## config.mk

```make
export PLATFORM = sky130hd
export DESIGN_NAME = pit_channel
export DESIGN_NICKNAME = d
export VERILOG_FILES = /design/src/rtl/pit_pkg.sv /design/src/rtl/pit_regif.sv /design/src/rtl/pit_engine.sv /design/src/rtl/pit_channel.sv
export SDC_FILE = /design/constraint.sdc
export NUM_CORES = 1
export LEC_CHECK = 0
export ABC_AREA = 1
export BUFFER_PORTS_ARGS = -buffer_cell sky130_fd_sc_hd__buf_2
export CAP_MARGIN = 30
export CORE_ASPECT_RATIO = 0.5
export CORE_UTILIZATION = 44
export DETAILED_ROUTE_END_ITERATION = 8
export HOLD_SLACK_MARGIN = 0.05
export SYNTH_ARGS = -nofsm -noshare
export SYNTH_HDL_FRONTEND = slang
export SYNTH_SLANG_ARGS = --single-unit
export TNS_END_PERCENT = 30
```

## constraint.sdc

```tcl
create_clock -name clk -period 2.5 [get_ports clk]
set_input_delay 0 -clock clk [delete_from_list [all_inputs] [get_ports clk]]
set_output_delay 0 -clock clk [all_outputs]
set_load 0.05 [all_outputs]
```

## src/rtl/pit_pkg.sv

```systemverilog
package pit_pkg;

    typedef enum logic [1:0] {
        MD_TC     = 2'd0,
        MD_RATE   = 2'd1,
        MD_STROBE = 2'd2
    } pit_mode_e;

    typedef enum logic [1:0] {
        AC_LATCH = 2'd0,
        AC_LO    = 2'd1,
        AC_HI    = 2'd2,
        AC_LOHI  = 2'd3
    } pit_acc_e;

    function automatic logic mode_code_ok(input logic [2:0] f);
        return (f == 3'b000) || (f[1:0] == 2'b10) || (f == 3'b100);
    endfunction

    function automatic pit_mode_e mode_code_map(input logic [2:0] f);
        if (f[1:0] == 2'b10)  return MD_RATE;
        else if (f == 3'b100) return MD_STROBE;
        else                  return MD_TC;
    endfunction

endpackage

```

## src/rtl/pit_regif.sv

```systemverilog
module pit_regif
    import pit_pkg::*;
#(
    parameter int BYTE_W = 8
) (
    input  logic                  clk,
    input  logic                  rst_n,
    input  logic                  bus_wr,
    input  logic                  bus_rd,
    input  logic                  bus_sel,
    input  logic [BYTE_W-1:0]     bus_wdata,
    output logic [BYTE_W-1:0]     bus_rdata,
    input  logic [2*BYTE_W-1:0]   cur_count,
    output pit_mode_e             mode,
    output pit_mode_e             cfg_mode,
    output logic                  cfg_wr,
    output logic                  load,
    output logic [2*BYTE_W-1:0]   load_val,
    output logic                  halt
);
    localparam int CNT_W = 2 * BYTE_W;

    typedef struct packed {
        pit_mode_e           mode;
        pit_acc_e            acc;
        logic                ptr_hi;
        logic [BYTE_W-1:0]   lsb_hold;
        logic                latched;
        logic [CNT_W-1:0]    snap;
    } rif_t;

    rif_t s_d, s_q;

    logic             ctrl_w, data_w, data_r, chan_ok;
    logic [CNT_W-1:0] word_sel;
    logic             hi_sel;

    always_comb begin
        s_d      = s_q;
        cfg_wr   = 1'b0;
        load     = 1'b0;
        halt     = 1'b0;
        load_val = '0;
        cfg_mode = mode_code_map(bus_wdata[3:1]);
        ctrl_w   = bus_wr && bus_sel;
        data_w   = bus_wr && !bus_sel;
        data_r   = bus_rd && !bus_sel && !bus_wr;
        chan_ok  = (bus_wdata[7:6] == 2'b00);

        if (ctrl_w) begin
            if (chan_ok && bus_wdata[5:4] == 2'b00) begin
                if (!s_q.latched) begin
                    s_d.latched = 1'b1;
                    s_d.snap    = cur_count;
                end
            end else if (chan_ok && mode_code_ok(bus_wdata[3:1]) && !bus_wdata[0]) begin
                s_d.mode    = cfg_mode;
                s_d.acc     = pit_acc_e'(bus_wdata[5:4]);
                s_d.ptr_hi  = 1'b0;
                s_d.latched = 1'b0;
                cfg_wr      = 1'b1;
            end
        end else if (data_w) begin
            unique case (s_q.acc)
                AC_LO: begin
                    load     = 1'b1;
                    load_val = {{BYTE_W{1'b0}}, bus_wdata};
                end
                AC_HI: begin
                    load     = 1'b1;
                    load_val = {bus_wdata, {BYTE_W{1'b0}}};
                end
                AC_LOHI: begin
                    if (!s_q.ptr_hi) begin
                        s_d.lsb_hold = bus_wdata;
                        s_d.ptr_hi   = 1'b1;
                        halt         = (s_q.mode != MD_RATE);
                    end else begin
                        s_d.ptr_hi = 1'b0;
                        load       = 1'b1;
                        load_val   = {bus_wdata, s_q.lsb_hold};
                    end
                end
                default: ;
            endcase
        end else if (data_r) begin
            if (s_q.acc == AC_LOHI) begin
                s_d.ptr_hi = !s_q.ptr_hi;
                if (s_q.ptr_hi) s_d.latched = 1'b0;
            end else begin
                s_d.latched = 1'b0;
            end
        end

        word_sel  = s_q.latched ? s_q.snap : cur_count;
        hi_sel    = (s_q.acc == AC_HI) || (s_q.acc == AC_LOHI && s_q.ptr_hi);
        bus_rdata = hi_sel ? word_sel[CNT_W-1:BYTE_W] : word_sel[BYTE_W-1:0];
        mode      = s_q.mode;
    end

    always_ff @(posedge clk) begin
        if (!rst_n) begin
            s_q.mode     <= MD_TC;
            s_q.acc      <= AC_LOHI;
            s_q.ptr_hi   <= 1'b0;
            s_q.lsb_hold <= '0;
            s_q.latched  <= 1'b0;
            s_q.snap     <= '0;
        end else begin
            s_q <= s_d;
        end
    end

    AST_SNAP_FROZEN: assert property (@(posedge clk) disable iff (!rst_n)
        (s_q.latched && !cfg_wr) |=> (s_q.snap == $past(s_q.snap)));

    AST_CFG_CLEARS_PTR: assert property (@(posedge clk) disable iff (!rst_n)
        cfg_wr |=> (!s_q.latched && !s_q.ptr_hi));

    AST_SINGLE_ACTION: assert property (@(posedge clk) disable iff (!rst_n)
        $onehot0({cfg_wr, load, halt}));

endmodule

```

## src/rtl/pit_engine.sv

```systemverilog
module pit_engine
    import pit_pkg::*;
#(
    parameter int CNT_W = 16
) (
    input  logic              clk,
    input  logic              rst_n,
    input  logic              tick,
    input  pit_mode_e         mode,
    input  pit_mode_e         cfg_mode,
    input  logic              cfg_wr,
    input  logic              load,
    input  logic [CNT_W-1:0]  load_val,
    input  logic              halt,
    output logic [CNT_W-1:0]  count,
    output logic              tmr_out,
    output logic              irq_pulse
);
    localparam logic [CNT_W-1:0] ONE = CNT_W'(1);

    typedef struct packed {
        logic [CNT_W-1:0] count;
        logic [CNT_W-1:0] reload;
        logic             running;
        logic             done;
        logic             out;
        logic             irq;
    } eng_t;

    eng_t e_d, e_q;
    logic [CNT_W-1:0] dec;

    always_comb begin
        e_d     = e_q;
        e_d.irq = 1'b0;
        dec     = e_q.count - ONE;

        if (cfg_wr) begin
            e_d.running = 1'b0;
            e_d.done    = 1'b0;
            e_d.out     = (cfg_mode != MD_TC);
        end else if (load) begin
            e_d.count   = load_val;
            e_d.reload  = load_val;
            e_d.running = 1'b1;
            e_d.done    = 1'b0;
            e_d.out     = (mode != MD_TC) && !(mode == MD_RATE && load_val == ONE);
        end else if (halt) begin
            e_d.running = 1'b0;
        end else if (e_q.running && tick) begin
            if (e_q.count == ONE) begin
                e_d.irq = 1'b1;
                unique case (mode)
                    MD_RATE: begin
                        e_d.count = e_q.reload;
                        e_d.out   = (e_q.reload != ONE);
                    end
                    MD_STROBE: begin
                        e_d.count   = '0;
                        e_d.running = 1'b0;
                        e_d.done    = 1'b1;
                        e_d.out     = 1'b0;
                    end
                    default: begin
                        e_d.count   = '0;
                        e_d.running = 1'b0;
                        e_d.done    = 1'b1;
                        e_d.out     = 1'b1;
                    end
                endcase
            end else begin
                e_d.count = dec;
                if (mode == MD_RATE) e_d.out = (dec != ONE);
            end
        end else if (tick && e_q.done && mode == MD_STROBE) begin
            e_d.out = 1'b1;
        end

        count     = e_q.count;
        tmr_out   = e_q.out;
        irq_pulse = e_q.irq;
    end

    always_ff @(posedge clk) begin
        if (!rst_n) begin
            e_q <= '0;
        end else begin
            e_q <= e_d;
        end
    end

    AST_STEP_DOWN: assert property (@(posedge clk) disable iff (!rst_n)
        (e_q.running && tick && e_q.count != ONE && !cfg_wr && !load && !halt)
        |=> (e_q.count == $past(e_q.count) - ONE));

    AST_RATE_RELOAD: assert property (@(posedge clk) disable iff (!rst_n)
        (e_q.running && tick && e_q.count == ONE && mode == MD_RATE && !cfg_wr && !load && !halt)
        |=> (e_q.count == $past(e_q.reload) && irq_pulse));

    AST_ONESHOT_PARKED: assert property (@(posedge clk) disable iff (!rst_n)
        (e_q.done && !cfg_wr && !load) |=> (e_q.count == '0 && !e_q.running && !irq_pulse));

    AST_IRQ_AFTER_TICK: assert property (@(posedge clk) disable iff (!rst_n)
        irq_pulse |-> $past(tick));

    AST_TC_OUT_LOW: assert property (@(posedge clk) disable iff (!rst_n)
        (mode == MD_TC && e_q.running) |-> !tmr_out);

endmodule

```

## src/rtl/pit_channel.sv

```systemverilog
module pit_channel
    import pit_pkg::*;
#(
    parameter int BYTE_W = 8
) (
    input  logic              clk,
    input  logic              rst_n,
    input  logic              bus_wr,
    input  logic              bus_rd,
    input  logic              bus_sel,
    input  logic [BYTE_W-1:0] bus_wdata,
    output logic [BYTE_W-1:0] bus_rdata,
    input  logic              cnt_tick,
    output logic              tmr_out,
    output logic              irq_pulse
);
    localparam int CNT_W = 2 * BYTE_W;

    pit_mode_e        mode, cfg_mode;
    logic             cfg_wr, load, halt;
    logic [CNT_W-1:0] load_val, count;

    pit_regif #(.BYTE_W(BYTE_W)) u_regif (
        .clk       (clk),
        .rst_n     (rst_n),
        .bus_wr    (bus_wr),
        .bus_rd    (bus_rd),
        .bus_sel   (bus_sel),
        .bus_wdata (bus_wdata),
        .bus_rdata (bus_rdata),
        .cur_count (count),
        .mode      (mode),
        .cfg_mode  (cfg_mode),
        .cfg_wr    (cfg_wr),
        .load      (load),
        .load_val  (load_val),
        .halt      (halt)
    );

    pit_engine #(.CNT_W(CNT_W)) u_engine (
        .clk       (clk),
        .rst_n     (rst_n),
        .tick      (cnt_tick),
        .mode      (mode),
        .cfg_mode  (cfg_mode),
        .cfg_wr    (cfg_wr),
        .load      (load),
        .load_val  (load_val),
        .halt      (halt),
        .count     (count),
        .tmr_out   (tmr_out),
        .irq_pulse (irq_pulse)
    );

endmodule

```

==> results.ini, run 1 <==
[power_and_ir_drop]
seq_power_share=0.364
p_int_w=0.002126
p_leak_nw=2.067
power_frac_comb=0.215
power.switching_w=0.0009388
peakVddDrop_mv=0.3795
power_w=0.003065
power_density_nw_per_um2=671.4
switching_share=0.3063
pwr-share-clk=0.421

[global_routing]
antenna_found_initial=0
grt_pass1_wl_microns=18030
overflow=0
grt_max_degree=39
grt_usage=0.2602
grt_pass1_vias=3558

[floorplan]
rows=23
die_h_microns=68.69
top_level_ports=24
core-area_sq_um=8317
die-area_sq_um=9299
die_w_microns=135.4
start_util=0.4706

[hold_path]
hp-class=in -> reg

[route]
drtIter0Drc=363
first_pass_iters=5
wire_per_inst_microns=15.07
wl_microns=11170
via_per_inst=5.339
drt_drc_violations_left=0
drtAntennaViolNets=0
vias=3956

[placement]
place_congestion=0.9027
dp.final_hpwl_microns=8132
dpl_worst_slack_ns=0.2726
port_buffers=23

[setup_path]
r2r_end=u_engine.count[2]
r2r-start=u_regif.s_q[26]
reg2regPathDepth=12
crit_end=bus_rdata[1]
cp_slowest_cell=dfxtp_1
cp_max_fo=17
cpLargestDelayFamily=buffers and inverters
crit_required_ns=2.50
crit_path_end_kind=output pin
startpoint=u_regif.s_q[26]
worst-setup-path-type=reg -> out
worstSetupPathDepth=8
cp-start-kind=flip-flop
crit_arrival_ns=2.32
cpPeakStageDelay_ns=0.33
regToRegSetupSlack_ns=0.30
crit_chain=ha_1, nand2_1, inv_2, nor2_1, inv_1, buf_4, o21ai_0, buf_2
crit_buf_inv=4

[timing]
finalHoldViolations=0
skew_ns=0.005073
fin_setup_tns_ns=0
max_freq_mhz=430.2
worstMarginPinSlew_ns=0.8359
rsz0062_at_grt=no
min_period_ns=2.325
finalCritPeriodShare=0.9299
worst_slack_ns=0.1752
relSlewSlack=0.4421
hold_slack_ns=0.07907
final_max_slew_viol_count=0
setup_violations=0

[clock_tree]
cts_htree_levels=3
cts_tree=built
cts.repair.resized=0
path_clk_slew_ns=0.05
numCtsBuffers=9
clk_root_buffer_cell=clkbuf_16
insertion_delay_ns=0.34
clockBufferDepth=2
numClockSinks=66

[flow_run]
cap_viol_max_count=0

[cells_and_area]
nets=645
drive_gt1_frac=0.1463
diodes=0
syn2layout_area_growth_pct=16.62

[logic_synthesis]
async_flop_share=0
ys.flop_type=dfxtp_1
ys_seq_elements=66
yosysSeqAreaShare=0.3376
yosysWarnings=0
netlist_area_sq_um=3914
synthCells=591
synth_enable_flop_cells=0
synth_cell_types=44
avgSynthCellArea_sq_um=6.622
syn_nets=612

[outcome]
status=finished clean

==> per-layer routing <==
metal / vias up / GRT usage / part of all wire
met5: - / 0 / 0
met4: 0 / 0.08848 / 0.013
met3: 15 / 0.05556 / 0.056
met2: 111 / 0.4026 / 0.41
met1: 1777 / 0.3610 / 0.52
li1: 2053 / - / -
==> cells by family (layout without fill, tap and decap cells) <==
| family | after synthesis | count (layout) | share of synthesized area |
|---|---|---|---|
| xor gates and xnor gates | 2 | 2 | 0.004477 |
| buffers and inverters | 99 | 136 | 0.09847 |
| adders and majority gates | 7 | 7 | 0.02238 |
| DFF | 66 | 66 | 0.3376 |
| and+or+nand+nor | 250 | 251 | 0.2890 |
| AOI/OAI and AO/OA | 167 | 167 | 0.2481 |
==> how the worst min path moves through the flow <==
stage                       from                  to  slack [ns]  depth (start not counted)
finish                    bus_wr     u_regif.s_q[25]        0.08                          4
global route              bus_wr     u_regif.s_q[25]        0.14                          4
CTS                       bus_wr     u_regif.s_q[25]        0.07                          4
detailed placement      cnt_tick  u_engine.irq_pulse        0.31                          3
global placement        cnt_tick  u_engine.irq_pulse        0.31                          3
floorplan           bus_wdata[4]     u_regif.s_q[26]        0.13                          2
==> worst register-to-register path, delay by kind of cell (launching register included) <==
kind / cells / cell delay, ns
DFF: 1 / 0.36
buffers and inverters: 5 / 0.46
AOI/OAI and AO/OA: 1 / 0.26
and+or+nand+nor: 5 / 0.81
adders and majority gates: 1 / 0.21
==> flip-flops by register name (all words and copies together), names as in the netlist <==
signal / flops
u_engine.tmr_out: 1
u_engine.irq_pulse: 1
u_regif.mode: 2
u_engine.count: 16
u_regif.s_q: 28
u_engine.e_q: 18
==> what timing repair did <==
| item | CTS | global route |
|---|---|---|
| hold endpoints to repair | 12 | 0 |
| setup endpoints to repair | 0 | 1 |
| hold buffers | 10 | 0 |
| setup buffers | 0 | 0 |
==> synth_stat cells, drive strengths merged, types with 9 or more instances <==
cell	n	area [sq um]
clkbuf	13	48.80
nand2	129	501.7
nand4	10	62.56
a21oi	55	279.0
buf	9	47.55
inv	75	281.5
nand3	25	130.1
nor3	10	71.32
dfxtp	66	1321
o21ai	70	350.3
nor2	70	326.6
o211ai	17	147.6
==> cell type report <==
cell class	instances	area, sq um
Fill cell	835	3752
Multi-Input combinational cell	427	2218
Sequential cell	66	1321
Timing Repair Buffer	43	290.3
Inverter	77	289.0
Clock buffer	11	252.7
Tap cell	112	140.1
Clock inverter	5	52.55
==> power groups by stage <==
stage	clock [W]	sequential, W	combinational, W
3_3_place_gp	0	0.00114	0.000636
5_1_grt	0.00135	0.00112	0.000741
2_1_floorplan	0	0.00113	0.000480
4_1_cts	0.00131	0.00111	0.000649
6_report	0.00129	0.00112	0.000659
3_5_place_dp	0	0.00114	0.000632
==> cells in the final DEF, fill, tap and decap left out, types with 2 or more instances in the layout <==
master / count
nand2_1: 124
dfxtp_1: 66
inv_1: 62
o21ai_0: 59
nor2_1: 56
a21oi_1: 54
nand3_1: 24
buf_2: 23
inv_2: 13
o211ai_1: 13
o21ai_1: 11
nor2_2: 10
nand4_1: 10
dlygate4sd3_1: 10
buf_4: 10
clkbuf_16: 9
a31oi_1: 8
nor3_1: 7
ha_1: 7
nor2_4: 4
nand2_2: 4
o211ai_2: 4
o221ai_1: 4
a22o_1: 3
nor4_1: 3
clkinv_2: 3
clkinv_1: 2
nor3_2: 2
o22ai_1: 2
o31ai_1: 2
clkbuf_8: 2
==> stage by stage <==
| step | std cells | utilization | cell area, sq um |
|---|---|---|---|
| final | 741 | 0.5488 | 4564 |
| after global routing | 741 | 0.5488 | 4564 |
| after CTS | 740 | 0.5475 | 4553 |
| after detailed placement | 714 | 0.4987 | 4148 |
| after global placement | 714 | 0.4987 | 4148 |
| after floorplan | 591 | - | 3914 |
(Power assumes the default switching activity.)
==> run 2: changes to the inputs <==
MAX_ROUTING_LAYER = met4   (was default)
clock period = 2.1 ns   (was 2.5 ns; I/O delays follow)
==> run 2 against run 1 <==
Against the previous run: power rose by 17%; critical path depth rose by 5; worst setup slack worse by 0.060 ns; cell count up 3.4%; via count increased by 1.8%; critical endpoint is now u_engine.count[9]; die area unchanged; final area grew 5.3%; clock-buffer cell count increased by 2; global-route usage is 0.81 points higher.
==> results.ini, run 2 (synthesis results as in run 1) <==
[outcome]
status=finished clean

[clock_tree]
path_clk_slew_ns=0.05
insertion_delay_ns=0.34
clockBufferDepth=2
numClockSinks=66
cts_htree_levels=3
cts_tree=built
clk_root_buffer_cell=clkbuf_16
numCtsBuffers=9

[timing]
max_freq_mhz=504.0
hold_slack_ns=0.08141
worstMarginPinSlew_ns=0.5633
finalCritPeriodShare=0.9449
setup_violations=0
finalHoldViolations=0
skew_ns=0.005285
relSlewSlack=0.6205
final_max_slew_viol_count=0
min_period_ns=1.984
worst_slack_ns=0.1157

[setup_path]
cp-start-kind=flip-flop
crit_path_frequent_cell=inv_1
cpPeakStageDelay_ns=0.33
crit_required_ns=2.33
crit_path_end_kind=flip-flop
crit_chain=inv_1, ha_1, nor2_1, inv_1, nor2_4, inv_2, nand2_1, inv_2, nor2_8, buf_4, o211ai_2, o221ai_1, inv_1
cp_slowest_cell=dfxtp_2
worst-setup-path-type=reg -> reg
cp_max_fo=6
crit_arrival_ns=2.21

[flow_run]
cap_viol_max_count=0

[cells_and_area]
syn2layout_area_growth_pct=22.83
regMostFlops=u_regif.s_q
final_common_cell=nand2_1
largest_reg_flops=28
fin_util=0.5780
drive_gt1_frac=0.1942
most-common-layout-cells=nand2_1, dfxtp_1, inv_1
nFillCells=807
nets=670
final_cell_area_sq_um=4807
diodes=0

[route]
wl_microns=11330
first_pass_iters=4
vias=4027
drtIter0Drc=270
wire_per_inst_microns=14.80
drt_drc_violations_left=0
via_per_inst=5.257
drtAntennaViolNets=0

[global_routing]
grt_pass1_wl_microns=17960
grt_pass1_vias=3540
grt_usage=0.2684
grt_max_degree=39
antenna_found_initial=0
overflow=0

[power_and_ir_drop]
pwr-share-clk=0.385
power_frac_comb=0.243
switching_share=0.3178
p_leak_nw=2.190
p_int_w=0.002436
power.switching_w=0.001135
seq_power_share=0.372
power_density_nw_per_um2=742.7
peakVddDrop_mv=0.3966

[placement]
port_buffers=23
place_congestion=0.9028
dpl_worst_slack_ns=0.06371
placed_area_sq_um=4298
dp.final_hpwl_microns=8434

[floorplan]
start_util=0.4706
rows=23
die_h_microns=68.69
top_level_ports=24
core-area_sq_um=8317
die_w_microns=135.4
die-area_sq_um=9299

[hold_path]
hp-class=in -> reg

## run 2: cell types whose count changed in the layout (fill, tap and decap cells not counted), moves of 4 or more
cell	before	now
buf_2	23	15
buf_4	10	37
buf_6	0	6
o21ai_0	59	48
nor2_1	56	52
o21ai_1	11	22
## run 2: metal layers
metal | wire length [microns] | GRT usage | part of all wire
met1 | 6062 | 0.3707 | 0.53
met2 | 4666 | 0.3942 | 0.41
met3 | 502 | 0.06067 | 0.044
met4 | 103 | 0.06742 | 0.0091
met5 | 0 | - | 0
## run 2: what timing repair did
| item | CTS | global route |
|---|---|---|
| pin swaps | 0 | 2 |
| endpoints found under the setup margin | 8 | 22 |
| endpoints found under the hold margin | 12 | 0 |
| resized for setup | 11 | 21 |
| hold buffers | 10 | 0 |
| gates cloned | 0 | 1 |
| setup buffers | 0 | 6 |
## run 2: power groups by stage
stage | clock (W) | combinational (W) | sequential (W)
after global routing | 0.00145 | 0.000964 | 0.00133
after detailed placement | 0 | 0.000790 | 0.00135
after floorplan | 0 | 0.000574 | 0.00135
after global placement | 0 | 0.000790 | 0.00135
final | 0.00137 | 0.000868 | 0.00133
after CTS | 0.00139 | 0.000822 | 0.00133
## run 2: worst paths after layout
check,end,slack (ns),cells past startpoint,from
hold reg to reg,u_regif.s_q[21],0.44,2,u_regif.s_q[21]
hold / removal,u_regif.s_q[16],0.08,3,bus_wr
setup reg to reg,u_engine.count[9],0.12,13,u_regif.s_q[26]
setup / recovery,u_engine.count[9],0.12,13,u_regif.s_q[26]
## run 2: area by class of cell
| cell class | count | area [sq um] | area share |
|---|---|---|---|
| well taps | 112 | 140.1 | 0.02915 |
| inverters | 77 | 289.0 | 0.06012 |
| clock inverters | 3 | 15.01 | 0.003123 |
| clock buffers | 13 | 250.2 | 0.05206 |
| multi-input cells | 427 | 2267 | 0.4716 |
| flip-flops and latches | 66 | 1325 | 0.2756 |
| repair buffers | 68 | 520.5 | 0.1083 |
## run 2: worst max-delay path, delay by kind of cell (launching register included)
family                     cells  cell delay (ns)
adders and majority gates      1             0.20
DFF                            1             0.33
buffers and inverters          6             0.53
AOI/OAI and AO/OA              2             0.24
and+or+nand+nor                4             0.56
## run 2: stage by stage
| step | instances | power (W) | TNS [ns] |
|---|---|---|---|
| floorplan | 591 | 0.001923 | -0.2747 |
| global placement | 734 | 0.002143 | 0 |
| detailed placement | 734 | 0.002142 | 0 |
| CTS | 760 | 0.003537 | 0 |
| global route | 766 | 0.003743 | -0.01685 |
| finish | 766 | 0.003570 | 0 |
==> run 3: changes to the inputs <==
REMOVE_ABC_BUFFERS = 1   (was default)
==> run 3 against run 2 <==
Against the previous run: sequential power is essentially flat; final area shrank 3.4%; fmax shrank 0.63%; clock-buffer cell count shrank 2; non-clock buffer count shrank 14; clock skew grew 0.0025 ns; flip-flop and latch count is the same; utilization shrank 2.0 points.
==> results.ini, run 3 (synthesis results as in run 1) <==
[route]
drtIter0Drc=204
first_pass_iters=5
met3_length_microns=621
top_layer_used=met4
via_per_inst=5.408
vias=4045
wl_met1_microns=6032
drt_drc_violations_left=0
route.met2.wl_microns=4643
wire_per_inst_microns=15.22
drtAntennaViolNets=0
wl_microns=11380

[cells_and_area]
most-common-layout-cells=nand2_1, dfxtp_1, inv_1
syn2layout_area_growth_pct=18.64
drive_gt1_frac=0.1651
nets=656
regMostFlops=u_regif.s_q
largest_reg_flops=28
final_cell_area_sq_um=4643
final_common_cell=nand2_1
diodes=0

[clock_tree]
clockBufferDepth=2
path_clk_slew_ns=0.05
insertion_delay_ns=0.34
numCtsBuffers=9
numClockSinks=66
cts_htree_levels=3
clk_root_buffer_cell=clkbuf_16
post_cts_buffers=0
cts_tree=built

[timing]
setup_violations=0
relSlewSlack=0.6970
skew_ns=0.007763
finalCritPeriodShare=0.9509
rsz0062_at_grt=yes
worstMarginPinSlew_ns=0.4498
min_period_ns=1.997
final_max_slew_viol_count=0
worst_slack_ns=0.1031
finalHoldViolations=0
max_freq_mhz=500.8
hold_slack_ns=0.08306

[hold_path]
hp-class=in -> reg
hp-start=bus_wr
whs_path_depth=3
worstHoldEndpoint=u_regif.s_q[16]

[flow_run]
cap_viol_max_count=0

[floorplan]
die-area_sq_um=9299
top_level_ports=24
start_util=0.4706
core-area_sq_um=8317
rows=23
die_w_microns=135.4
die_h_microns=68.69

[setup_path]
cp_max_fo=18
worst-setup-path-type=reg -> out
reg2regPathDepth=10
r2r-start=u_regif.s_q[26]
crit_path_end_kind=output pin
regToRegSetupSlack_ns=0.14
crit_arrival_ns=2.00
crit_required_ns=2.10
r2r_end=u_engine.count[6]
cp-start-kind=flip-flop

[placement]
placed_area_sq_um=4255
port_buffers=23
dp.final_hpwl_microns=8442
dpl_worst_slack_ns=0.09250
place_congestion=0.9550

[global_routing]
grt_pass1_vias=3467
grt_max_degree=39
grt_pass1_wl_microns=18070
overflow=0
grt_usage=0.2716
antenna_found_initial=0

[power_and_ir_drop]
switching_share=0.3148
power.switching_w=0.001094
peakVddDrop_mv=0.5207
pwr-share-clk=0.380
p_leak_nw=2.105
seq_power_share=0.382
power_density_nw_per_um2=748.7
power_frac_comb=0.238
p_int_w=0.002382

[outcome]
status=finished clean

## run 3: cell types whose count changed in the layout (fill, tap and decap cells not counted), moves of 2 or more
cell and change:
buf_4 -17, o21ai_0 +11, o21ai_1 -11, buf_2 +5, buf_6 -5, nor2_1 +3
nor2_2 -3, buf_12 +2, clkbuf_1 -2, clkinv_2 -2, clkinvlp_4 +2
## run 3: worst max path at each step
stage,slack [ns],cells after the start,start,endpoint
2_1_floorplan,-0.53,12,u_regif.s_q[26],u_engine.count[2]
3_3_place_gp,0.12,11,u_regif.s_q[26],u_engine.tmr_out
3_5_place_dp,0.09,11,u_regif.s_q[26],u_engine.tmr_out
4_1_cts,0.008,9,u_regif.s_q[27],bus_rdata[1]
5_1_grt,-0.07,15,u_engine.count[1],u_engine.tmr_out
6_report,0.10,8,u_regif.s_q[26],bus_rdata[3]
## run 3: power groups by stage
stage	clock (W)	sequential, W	combinational (W)
finish	0.00132	0.00133	0.000827
CTS	0.00135	0.00133	0.000811
floorplan	0	0.00135	0.000554
global placement	0	0.00135	0.000792
detailed placement	0	0.00135	0.000792
global route	0.00140	0.00133	0.000918
## run 3: final cells by class
type	instances	area, sq um
repair inverters	1	7.507
multi-input cells	426	2222
well taps	112	140.1
repair buffers	54	409.1
flip-flops and latches	66	1324
fillers	835	3674
clock buffers	11	242.7
inverters	77	292.8
clock inverters	1	5.005
## run 3: what timing repair did
| item | 4_1_cts | 5_1_grt |
|---|---|---|
| hold buffers | 10 | 0 |
| hold endpoints to repair | 11 | 0 |
| cloned | 0 | 1 |
| endpoints found under the setup margin | 1 | 12 |
| gates resized for setup | 1 | 13 |
## run 3: worst max-delay path: stages (launching register included)
cell and delay, ns:
dfxtp_1 0.32, ha_1 0.23, nand2_1 0.10, inv_2 0.06
nor2_1 0.19, inv_2 0.11, buf_6 0.18, o21ai_0 0.22
buf_4 0.24
## run 3: stage by stage
stage | TNS [ns] | cells | power (W) | utilization
floorplan | -7.854 | 569 | 0.001903 | -
global placement | 0 | 725 | 0.002144 | 0.5117
detailed placement | 0 | 725 | 0.002143 | 0.5117
CTS | 0 | 747 | 0.003484 | 0.5538
global route | -0.08946 | 748 | 0.003646 | 0.5583
finish | 0 | 748 | 0.003477 | 0.5583
## run 3: routing by layer
layer  up-vias  GRT usage
met1      1865     0.3733
met4         0    0.07725
li1       2064          -
met2       108     0.3955
met3         8    0.06360
met5         -          -
